===== src/rtl/jtag_tap_pkg.sv =====
`timescale 1ns/1ps
package jtag_tap_pkg;

  typedef enum logic [3:0] {
    ST_TLR    = 4'h0,
    ST_RTI    = 4'h1,
    ST_SEL_DR = 4'h2,
    ST_CAP_DR = 4'h3,
    ST_SH_DR  = 4'h4,
    ST_EX1_DR = 4'h5,
    ST_PA_DR  = 4'h6,
    ST_EX2_DR = 4'h7,
    ST_UPD_DR = 4'h8,
    ST_SEL_IR = 4'h9,
    ST_CAP_IR = 4'hA,
    ST_SH_IR  = 4'hB,
    ST_EX1_IR = 4'hC,
    ST_PA_IR  = 4'hD,
    ST_EX2_IR = 4'hE,
    ST_UPD_IR = 4'hF
  } tap_state_e;

  typedef enum logic [1:0] {
    PATH_BYPASS = 2'd0,
    PATH_DEBUG  = 2'd1,
    PATH_PROG   = 2'd2
  } dr_path_e;

  localparam int unsigned IR_W = 3;
  localparam logic [IR_W-1:0] IR_CAPTURE = 3'b101;
  localparam logic [IR_W-1:0] OP_DEBUG   = 3'b001;
  localparam logic [IR_W-1:0] OP_PROG    = 3'b010;
  localparam logic [IR_W-1:0] OP_BYPASS  = 3'b111;

  function automatic dr_path_e decode_op(input logic [IR_W-1:0] op);
    case (op)
      OP_DEBUG: decode_op = PATH_DEBUG;
      OP_PROG:  decode_op = PATH_PROG;
      default:  decode_op = PATH_BYPASS;
    endcase
  endfunction

  function automatic tap_state_e tap_next(input tap_state_e s, input logic m);
    case (s)
      ST_TLR:    tap_next = m ? ST_TLR    : ST_RTI;
      ST_RTI:    tap_next = m ? ST_SEL_DR : ST_RTI;
      ST_SEL_DR: tap_next = m ? ST_SEL_IR : ST_CAP_DR;
      ST_CAP_DR: tap_next = m ? ST_EX1_DR : ST_SH_DR;
      ST_SH_DR:  tap_next = m ? ST_EX1_DR : ST_SH_DR;
      ST_EX1_DR: tap_next = m ? ST_UPD_DR : ST_PA_DR;
      ST_PA_DR:  tap_next = m ? ST_EX2_DR : ST_PA_DR;
      ST_EX2_DR: tap_next = m ? ST_UPD_DR : ST_SH_DR;
      ST_UPD_DR: tap_next = m ? ST_SEL_DR : ST_RTI;
      ST_SEL_IR: tap_next = m ? ST_TLR    : ST_CAP_IR;
      ST_CAP_IR: tap_next = m ? ST_EX1_IR : ST_SH_IR;
      ST_SH_IR:  tap_next = m ? ST_EX1_IR : ST_SH_IR;
      ST_EX1_IR: tap_next = m ? ST_UPD_IR : ST_PA_IR;
      ST_PA_IR:  tap_next = m ? ST_EX2_IR : ST_PA_IR;
      ST_EX2_IR: tap_next = m ? ST_UPD_IR : ST_SH_IR;
      default:   tap_next = m ? ST_SEL_DR : ST_RTI;
    endcase
  endfunction

endpackage


===== src/rtl/tap_fsm.sv =====
`timescale 1ns/1ps
module tap_fsm
  import jtag_tap_pkg::*;
(
  input  logic       tck,
  input  logic       rst_n,
  input  logic       en,
  input  logic       tms,
  output tap_state_e state
);

  tap_state_e state_q, state_d;

  always_comb begin
    state_d = state_q;
    if (en) state_d = tap_next(state_q, tms);
  end

  always_ff @(posedge tck or negedge rst_n) begin
    if (!rst_n) state_q <= ST_TLR;
    else        state_q <= state_d;
  end

  assign state = state_q;

  // run of TMS-high edges, saturating at five, for the reset-path check
  logic [2:0] ones_run;
  always_ff @(posedge tck or negedge rst_n) begin
    if (!rst_n)  ones_run <= 3'd0;
    else if (en) ones_run <= !tms ? 3'd0 : (ones_run == 3'd5) ? 3'd5 : ones_run + 3'd1;
  end

  assert_five_ones_reset_R2: assert property (@(posedge tck) disable iff (!rst_n)
    (ones_run == 3'd5) |-> (state_q == ST_TLR))
    else $error("five TMS-high edges did not reach Test-Logic-Reset");

  assert_frozen_when_off_R12: assert property (@(posedge tck) disable iff (!rst_n)
    !en |=> $stable(state_q))
    else $error("state moved while the port was disabled");

  assert_rti_follows_tlr_R1: assert property (@(posedge tck) disable iff (!rst_n)
    (en && state_q == ST_TLR && !tms) |=> (state_q == ST_RTI))
    else $error("Test-Logic-Reset with TMS low did not go to Run-Test/Idle");

endmodule


===== src/rtl/tap_ir.sv =====
`timescale 1ns/1ps
module tap_ir
  import jtag_tap_pkg::*;
(
  input  logic            tck,
  input  logic            rst_n,
  input  logic            en,
  input  tap_state_e      state,
  input  logic            tdi,
  output logic            ir_lsb,
  output logic [IR_W-1:0] instr
);

  logic [IR_W-1:0] sh_q, sh_d;
  logic [IR_W-1:0] instr_q, instr_d;

  always_comb begin
    sh_d = sh_q;
    if (en) begin
      if (state == ST_CAP_IR)     sh_d = IR_CAPTURE;
      else if (state == ST_SH_IR) sh_d = {tdi, sh_q[IR_W-1:1]};
    end
  end

  always_ff @(posedge tck or negedge rst_n) begin
    if (!rst_n) sh_q <= OP_BYPASS;
    else        sh_q <= sh_d;
  end

  always_comb begin
    instr_d = instr_q;
    if (en) begin
      if (state == ST_TLR)         instr_d = OP_BYPASS;
      else if (state == ST_UPD_IR) instr_d = sh_q;
    end
  end

  always_ff @(negedge tck or negedge rst_n) begin
    if (!rst_n) instr_q <= OP_BYPASS;
    else        instr_q <= instr_d;
  end

  assign ir_lsb = sh_q[0];
  assign instr  = instr_q;

  assert_ir_capture_pattern_R6: assert property (@(posedge tck) disable iff (!rst_n)
    (en && state == ST_CAP_IR) |=> (sh_q[1:0] == 2'b01))
    else $error("Capture-IR did not load the fixed pattern");

  assert_tlr_loads_bypass_R2: assert property (@(negedge tck) disable iff (!rst_n)
    (en && state == ST_TLR) |=> (instr_q == OP_BYPASS))
    else $error("Test-Logic-Reset did not load bypass");

endmodule


===== src/rtl/tap_dr.sv =====
`timescale 1ns/1ps
module tap_dr
  import jtag_tap_pkg::*;
#(
  parameter int unsigned W      = 8,
  parameter int unsigned UPD_LO = 0,
  localparam int unsigned UW    = W - UPD_LO
) (
  input  logic          tck,
  input  logic          rst_n,
  input  logic          en,
  input  logic          sel,
  input  tap_state_e    state,
  input  logic          tdi,
  input  logic [W-1:0]  cap_val,
  output logic          dr_lsb,
  output logic [UW-1:0] upd_val,
  output logic          upd_stb
);

  logic [W-1:0]  sh_q, sh_d, sh_shifted;
  logic [UW-1:0] upd_q, upd_d;
  logic          stb_q, stb_d;
  logic          act;

  assign act = en && sel;

  generate
    if (W == 1) begin : g_one
      assign sh_shifted = tdi;
    end else begin : g_many
      assign sh_shifted = {tdi, sh_q[W-1:1]};
    end
  endgenerate

  always_comb begin
    sh_d = sh_q;
    if (act) begin
      if (state == ST_CAP_DR)     sh_d = cap_val;
      else if (state == ST_SH_DR) sh_d = sh_shifted;
    end
  end

  always_ff @(posedge tck or negedge rst_n) begin
    if (!rst_n) sh_q <= '0;
    else        sh_q <= sh_d;
  end

  always_comb begin
    stb_d = act && (state == ST_UPD_DR);
    upd_d = stb_d ? sh_q[W-1:UPD_LO] : upd_q;
  end

  always_ff @(negedge tck or negedge rst_n) begin
    if (!rst_n) begin
      upd_q <= '0;
      stb_q <= 1'b0;
    end else begin
      upd_q <= upd_d;
      stb_q <= stb_d;
    end
  end

  assign dr_lsb  = sh_q[0];
  assign upd_val = upd_q;
  assign upd_stb = stb_q;

  assert_strobe_one_period_R11: assert property (@(negedge tck) disable iff (!rst_n)
    stb_q |=> !stb_q)
    else $error("update strobe lasted more than one period");

  assert_capture_loads_R9: assert property (@(posedge tck) disable iff (!rst_n)
    (act && state == ST_CAP_DR) |=> (sh_q == $past(cap_val)))
    else $error("Capture-DR did not load the capture word");

endmodule


===== src/rtl/jtag_tap_port.sv =====
`timescale 1ns/1ps
module jtag_tap_port
  import jtag_tap_pkg::*;
#(
  parameter int unsigned PROG_W     = 16,
  parameter int unsigned DBG_DATA_W = 8,
  parameter int unsigned DBG_STAT_W = 2,
  localparam int unsigned DBG_W     = DBG_DATA_W + DBG_STAT_W
) (
  input  logic                  tck,
  input  logic                  rst_n,
  input  logic                  port_en,
  input  logic                  tms,
  input  logic                  tdi,
  output logic                  tdo,
  output logic                  tdo_oe,
  output logic [IR_W-1:0]       ir_active,
  input  logic [DBG_DATA_W-1:0] dbg_cap_data,
  input  logic [DBG_STAT_W-1:0] dbg_cap_status,
  output logic [DBG_DATA_W-1:0] dbg_upd_data,
  output logic                  dbg_upd_stb,
  input  logic [PROG_W-1:0]     prog_cap_data,
  output logic [PROG_W-1:0]     prog_upd_data,
  output logic                  prog_upd_stb
);

  // reset: asserted at once, released on a rising TCK edge
  logic rst_meta, rst_q;
  always_ff @(posedge tck or negedge rst_n) begin
    if (!rst_n) begin
      rst_meta <= 1'b0;
      rst_q    <= 1'b0;
    end else begin
      rst_meta <= 1'b1;
      rst_q    <= rst_meta;
    end
  end

  tap_state_e      state;
  logic [IR_W-1:0] instr;
  logic            ir_lsb;
  dr_path_e        path;

  tap_fsm u_fsm (
    .tck   (tck),
    .rst_n (rst_q),
    .en    (port_en),
    .tms   (tms),
    .state (state)
  );

  tap_ir u_ir (
    .tck    (tck),
    .rst_n  (rst_q),
    .en     (port_en),
    .state  (state),
    .tdi    (tdi),
    .ir_lsb (ir_lsb),
    .instr  (instr)
  );

  assign path      = decode_op(instr);
  assign ir_active = instr;

  // bypass path: a single flop
  logic byp_q, byp_d;
  always_comb begin
    byp_d = byp_q;
    if (port_en && path == PATH_BYPASS) begin
      if (state == ST_CAP_DR)     byp_d = 1'b0;
      else if (state == ST_SH_DR) byp_d = tdi;
    end
  end
  always_ff @(posedge tck or negedge rst_q) begin
    if (!rst_q) byp_q <= 1'b0;
    else        byp_q <= byp_d;
  end

  logic dbg_lsb, prog_lsb;

  tap_dr #(.W(DBG_W), .UPD_LO(DBG_STAT_W)) u_dbg (
    .tck     (tck),
    .rst_n   (rst_q),
    .en      (port_en),
    .sel     (path == PATH_DEBUG),
    .state   (state),
    .tdi     (tdi),
    .cap_val ({dbg_cap_data, dbg_cap_status}),
    .dr_lsb  (dbg_lsb),
    .upd_val (dbg_upd_data),
    .upd_stb (dbg_upd_stb)
  );

  tap_dr #(.W(PROG_W), .UPD_LO(0)) u_prog (
    .tck     (tck),
    .rst_n   (rst_q),
    .en      (port_en),
    .sel     (path == PATH_PROG),
    .state   (state),
    .tdi     (tdi),
    .cap_val (prog_cap_data),
    .dr_lsb  (prog_lsb),
    .upd_val (prog_upd_data),
    .upd_stb (prog_upd_stb)
  );

  // output stage on falling TCK
  logic shifting, out_bit;
  logic tdo_q, tdo_d, oe_q, oe_d;

  assign shifting = (state == ST_SH_IR) || (state == ST_SH_DR);

  always_comb begin
    if (state == ST_SH_IR) out_bit = ir_lsb;
    else begin
      case (path)
        PATH_DEBUG: out_bit = dbg_lsb;
        PATH_PROG:  out_bit = prog_lsb;
        default:    out_bit = byp_q;
      endcase
    end
    oe_d  = port_en && shifting;
    tdo_d = oe_d && out_bit;
  end

  always_ff @(negedge tck or negedge rst_q) begin
    if (!rst_q) begin
      tdo_q <= 1'b0;
      oe_q  <= 1'b0;
    end else begin
      tdo_q <= tdo_d;
      oe_q  <= oe_d;
    end
  end

  assign tdo    = tdo_q;
  assign tdo_oe = oe_q;

  assert_oe_only_shifting_R4: assert property (@(posedge tck) disable iff (!rst_q)
    tdo_oe |-> (state == ST_SH_IR || state == ST_SH_DR))
    else $error("TDO enabled outside a shift state");

  assert_tdo_low_when_off_R4: assert property (@(posedge tck) disable iff (!rst_q)
    !tdo_oe |-> !tdo)
    else $error("TDO not 0 while undriven");

  assert_oe_drops_disabled_R12: assert property (@(negedge tck) disable iff (!rst_q)
    !port_en |=> !tdo_oe)
    else $error("TDO enable stayed high with the port disabled");

  assert_one_strobe_R11: assert property (@(negedge tck) disable iff (!rst_q)
    $countones({dbg_upd_stb, prog_upd_stb}) <= 1)
    else $error("two update strobes at once");

endmodule


===== config.mk =====
export PLATFORM = sky130hd
export DESIGN_NAME = jtag_tap_port
export DESIGN_NICKNAME = d
export VERILOG_FILES = /design/src/rtl/jtag_tap_pkg.sv /design/src/rtl/tap_fsm.sv /design/src/rtl/tap_ir.sv /design/src/rtl/tap_dr.sv /design/src/rtl/jtag_tap_port.sv
export SDC_FILE = /design/constraint.sdc
export NUM_CORES = 1
export LEC_CHECK = 0
export BUFFER_PORTS_ARGS = -buffer_cell sky130_fd_sc_hd__buf_2
export CORE_AREA = 2 2 121 123
export CTS_BUF_LIST = sky130_fd_sc_hd__clkbuf_8
export DETAILED_ROUTE_END_ITERATION = 7
export DIE_AREA = 0 0 123 125
export PLACE_DENSITY = 0.44
export SETUP_SLACK_MARGIN = 0.1
export SYNTH_ARGS = -nofsm -noshare
export SYNTH_HDL_FRONTEND = slang
export SYNTH_SLANG_ARGS = --single-unit
export TNS_END_PERCENT = 10

===== constraint.sdc =====
create_clock -name tck -period 4.9 [get_ports tck]
set_input_delay 0.49 -clock tck [delete_from_list [all_inputs] [get_ports tck]]
set_output_delay 0.49 -clock tck [all_outputs]
set_load 0.02 [all_outputs]

==> flow_metrics.tcl <==
set metrics [dict create \
    synth_edf_count 0 \
    setup-violations-final 0 \
    r2r-end "u_prog.sh_q[13]" \
    ant_nets 0 \
    end_kind "register" \
    cp-start-kind "register" \
    drt-initial-drc-count 70 \
    synthFlopType "dfrtp_1" \
    multi_input_area_um2 1350 \
    fp-row-count 44 \
    hold_path.class "reg2async" \
    wirelength_um 7130 \
    seq_area_um2 1690 \
    crit_buf_inv 2 \
    p_total_mw 2.03 \
    hpwl_um 4780 \
    area_growth_pct 21.7 \
    clock_path_buffers 2 \
    synth-seq-cells 67 \
    drive_gt1_share_pct 36.7 \
    post_cts_buffers 0 \
    cts_tree "built" \
    coreArea_um2 14200 \
    drc 0 \
    leakagePower_nw 1.81 \
    worstSetupPathType "reg2reg" \
    syn-num-nets 314 \
    whs_ns 0.262 \
    max_cap_viol_count 0 \
    status "completed" \
    yosysUniqueCellTypes 50 \
    nets 378 \
    r2r_cells 8 \
    relSlewSlack_pct 36.1 \
    hold_viol_final 0 \
    routedWlPerCell_um 13.4 \
    dpl_cell_area_um2 3670 \
    required_ns 5.16 \
    grt_usage_pct 10.0 \
    critPathTopFamily "simple AND/OR/NAND/NOR gates" \
    grt_pass1_wl_um 12000 \
    io_pins 62 \
    arrival_ns 4.85 \
    ys_seq_area_share_pct 53.1 \
    instances_no_fill 533 \
    ys_warn_count 0 \
    final_util_pct 27.2 \
    chipWidth_um 123 \
    cts.clk_slew.worst_paths_ns 0.07 \
    clk_latency_ns 0.38 \
    gr-total-overflow 0 \
    async_flop_share_pct 100 \
    grt_max_degree 43 \
    cts.sinks 67 \
    die_area_um2 15400 \
    first_pass_iters 4 \
    maxSlewViolCount 0 \
    worstMarginPinSlew_ns 0.959 \
    design_area_um2 3860 \
    dieHeight_um 125 \
    cts.htree.levels 3 \
    gp_congestion 0.743 \
    critPathMaxStageDelay_ns 0.54 \
    numCtsBuffers 9 \
    diodes 0 \
    avgSynthCellArea_um2 11.3 \
    cts_root_buf "clkbuf_8" \
    layout_common_cells "buf_2 (61), nor2_1 (36), dfrtp_1 (32)" \
    antenna_found_initial 0 \
    timing.rr.start "u_ir.instr[1]" \
    io_buffers 61 \
    crit_path_max_fanout 32 \
    rsz0062_at_grt "false" \
    synth_cells 280 \
    final_common_cell "buf_2" \
    path_cells "or3b_2, inv_1, ha_1, nand3b_1, a21oi_4, buf_12, nor2_1, a21oi_1" \
    reg2reg_slack_ns 0.32 \
    vdd_ir_drop_max_v 0.000225 \
    dp_cells 514 \
    fillers 1530 \
    via_count 2236 \
    setup_tns_ns 0 \
    setup_ws_ns 0.316 \
    syn_area_um2 3170 \
    via_per_inst 4.20 \
    pwr_density_cell_nw_per_um2 525 \
    dp_slack_ns 0.380 \
    fin_skew_ns 0.0576 \
    start_util_pct 22.3 \
    grt_pass1_vias 2298 \
    critPathSlowestCell "dfstp_2" \
]
==> report_power, final <==
group          leakage (nW)  total, mW  internal [mW]  switching (mW)
clock                 0.119      0.418          0.207           0.210
sequential            0.865      0.916          0.750           0.166
combinational         0.822      0.696          0.310           0.386
==> synthesized netlist by cell type (all sizes together) (2+ instances only) <==
master,number,area [µm²]
nor2,36,135
a21oi,33,214
dfrtp,33,826
dfrtn,28,701
mux2,25,282
mux2i,24,240
buf,16,108
nand2,15,56.3
o21ai,11,55.1
inv,8,30.0
dfstp,6,158
nand3b,4,30.0
ha,3,37.5
nand2b,3,18.8
nor2b,3,18.8
nor4,3,33.8
clkbuf,2,7.51
nand3,2,15.0
o31ai,2,15.0
or3b,2,20.0
==> how the worst max path moves through the flow <==
stage | start | endpoint | slack, ns | cells after the start
floorplan | u_ir.instr[1] | u_prog.sh_q[12] | 0.46 | 7
global placement | u_ir.instr[1] | u_prog.sh_q[12] | 0.44 | 8
detailed placement | u_ir.instr[1] | u_prog.sh_q[13] | 0.38 | 8
CTS | u_ir.instr[1] | u_prog.sh_q[13] | 0.32 | 8
global route | u_ir.instr[1] | u_prog.sh_q[13] | 0.17 | 8
finish | u_ir.instr[1] | u_prog.sh_q[13] | 0.32 | 8
==> cells by family (layout without fill, tap and decap cells) <==
group	after synthesis	count (layout)	share of synthesized area, %
simple gates	77	77	12.9
flops	67	67	53.1
compound gates	56	56	11.5
mux	49	49	16.4
buf+inv	26	95	4.57
fa+ha+maj	3	3	1.18
other cells	1	1	0.118
xor+xnor	1	1	0.276
==> layer usage <==
metal | wire, µm | global-route usage, % | vias up | part of all wire [%]
li1 | - | - | 1107 | -
met1 | 3460 | 13.7 | 1075 | 49
met2 | 3150 | 14.1 | 44 | 44
met3 | 390 | 3.70 | 10 | 5.5
met4 | 121 | 4.28 | 0 | 1.7
met5 | 0 | 0 | - | 0
==> layout make-up <==
| cell class | instances | share of cell area [%] |
|---|---|---|
| clock buffers | 11 | 3.92 |
| repair buffers | 69 | 10.2 |
| flip-flops and latches | 67 | 43.6 |
| multi-input cells | 187 | 34.8 |
| inverters | 7 | 0.680 |
| well taps | 184 | 5.96 |
| clock inverters | 8 | 0.842 |
==> registers in the layout, summed over array words and instances (netlist names) <==
register and flops:
u_prog.sh_q 16, tdo_oe 1, u_dbg.sh_q 10, byp_q 1
u_ir.instr 3, tdo 1, u_prog.upd_stb 1, u_prog.upd_val 16
u_fsm.state 4, u_ir.sh_q 3, rst_meta 1, u_dbg.upd_stb 1
rst_q 1, u_dbg.upd_val 8
==> repair_timing <==
action	4_1_cts	5_1_grt
hold endpoints to repair	2	0
gates resized for setup	0	0
hold buffers	1	0
(Power assumes the default switching activity.)
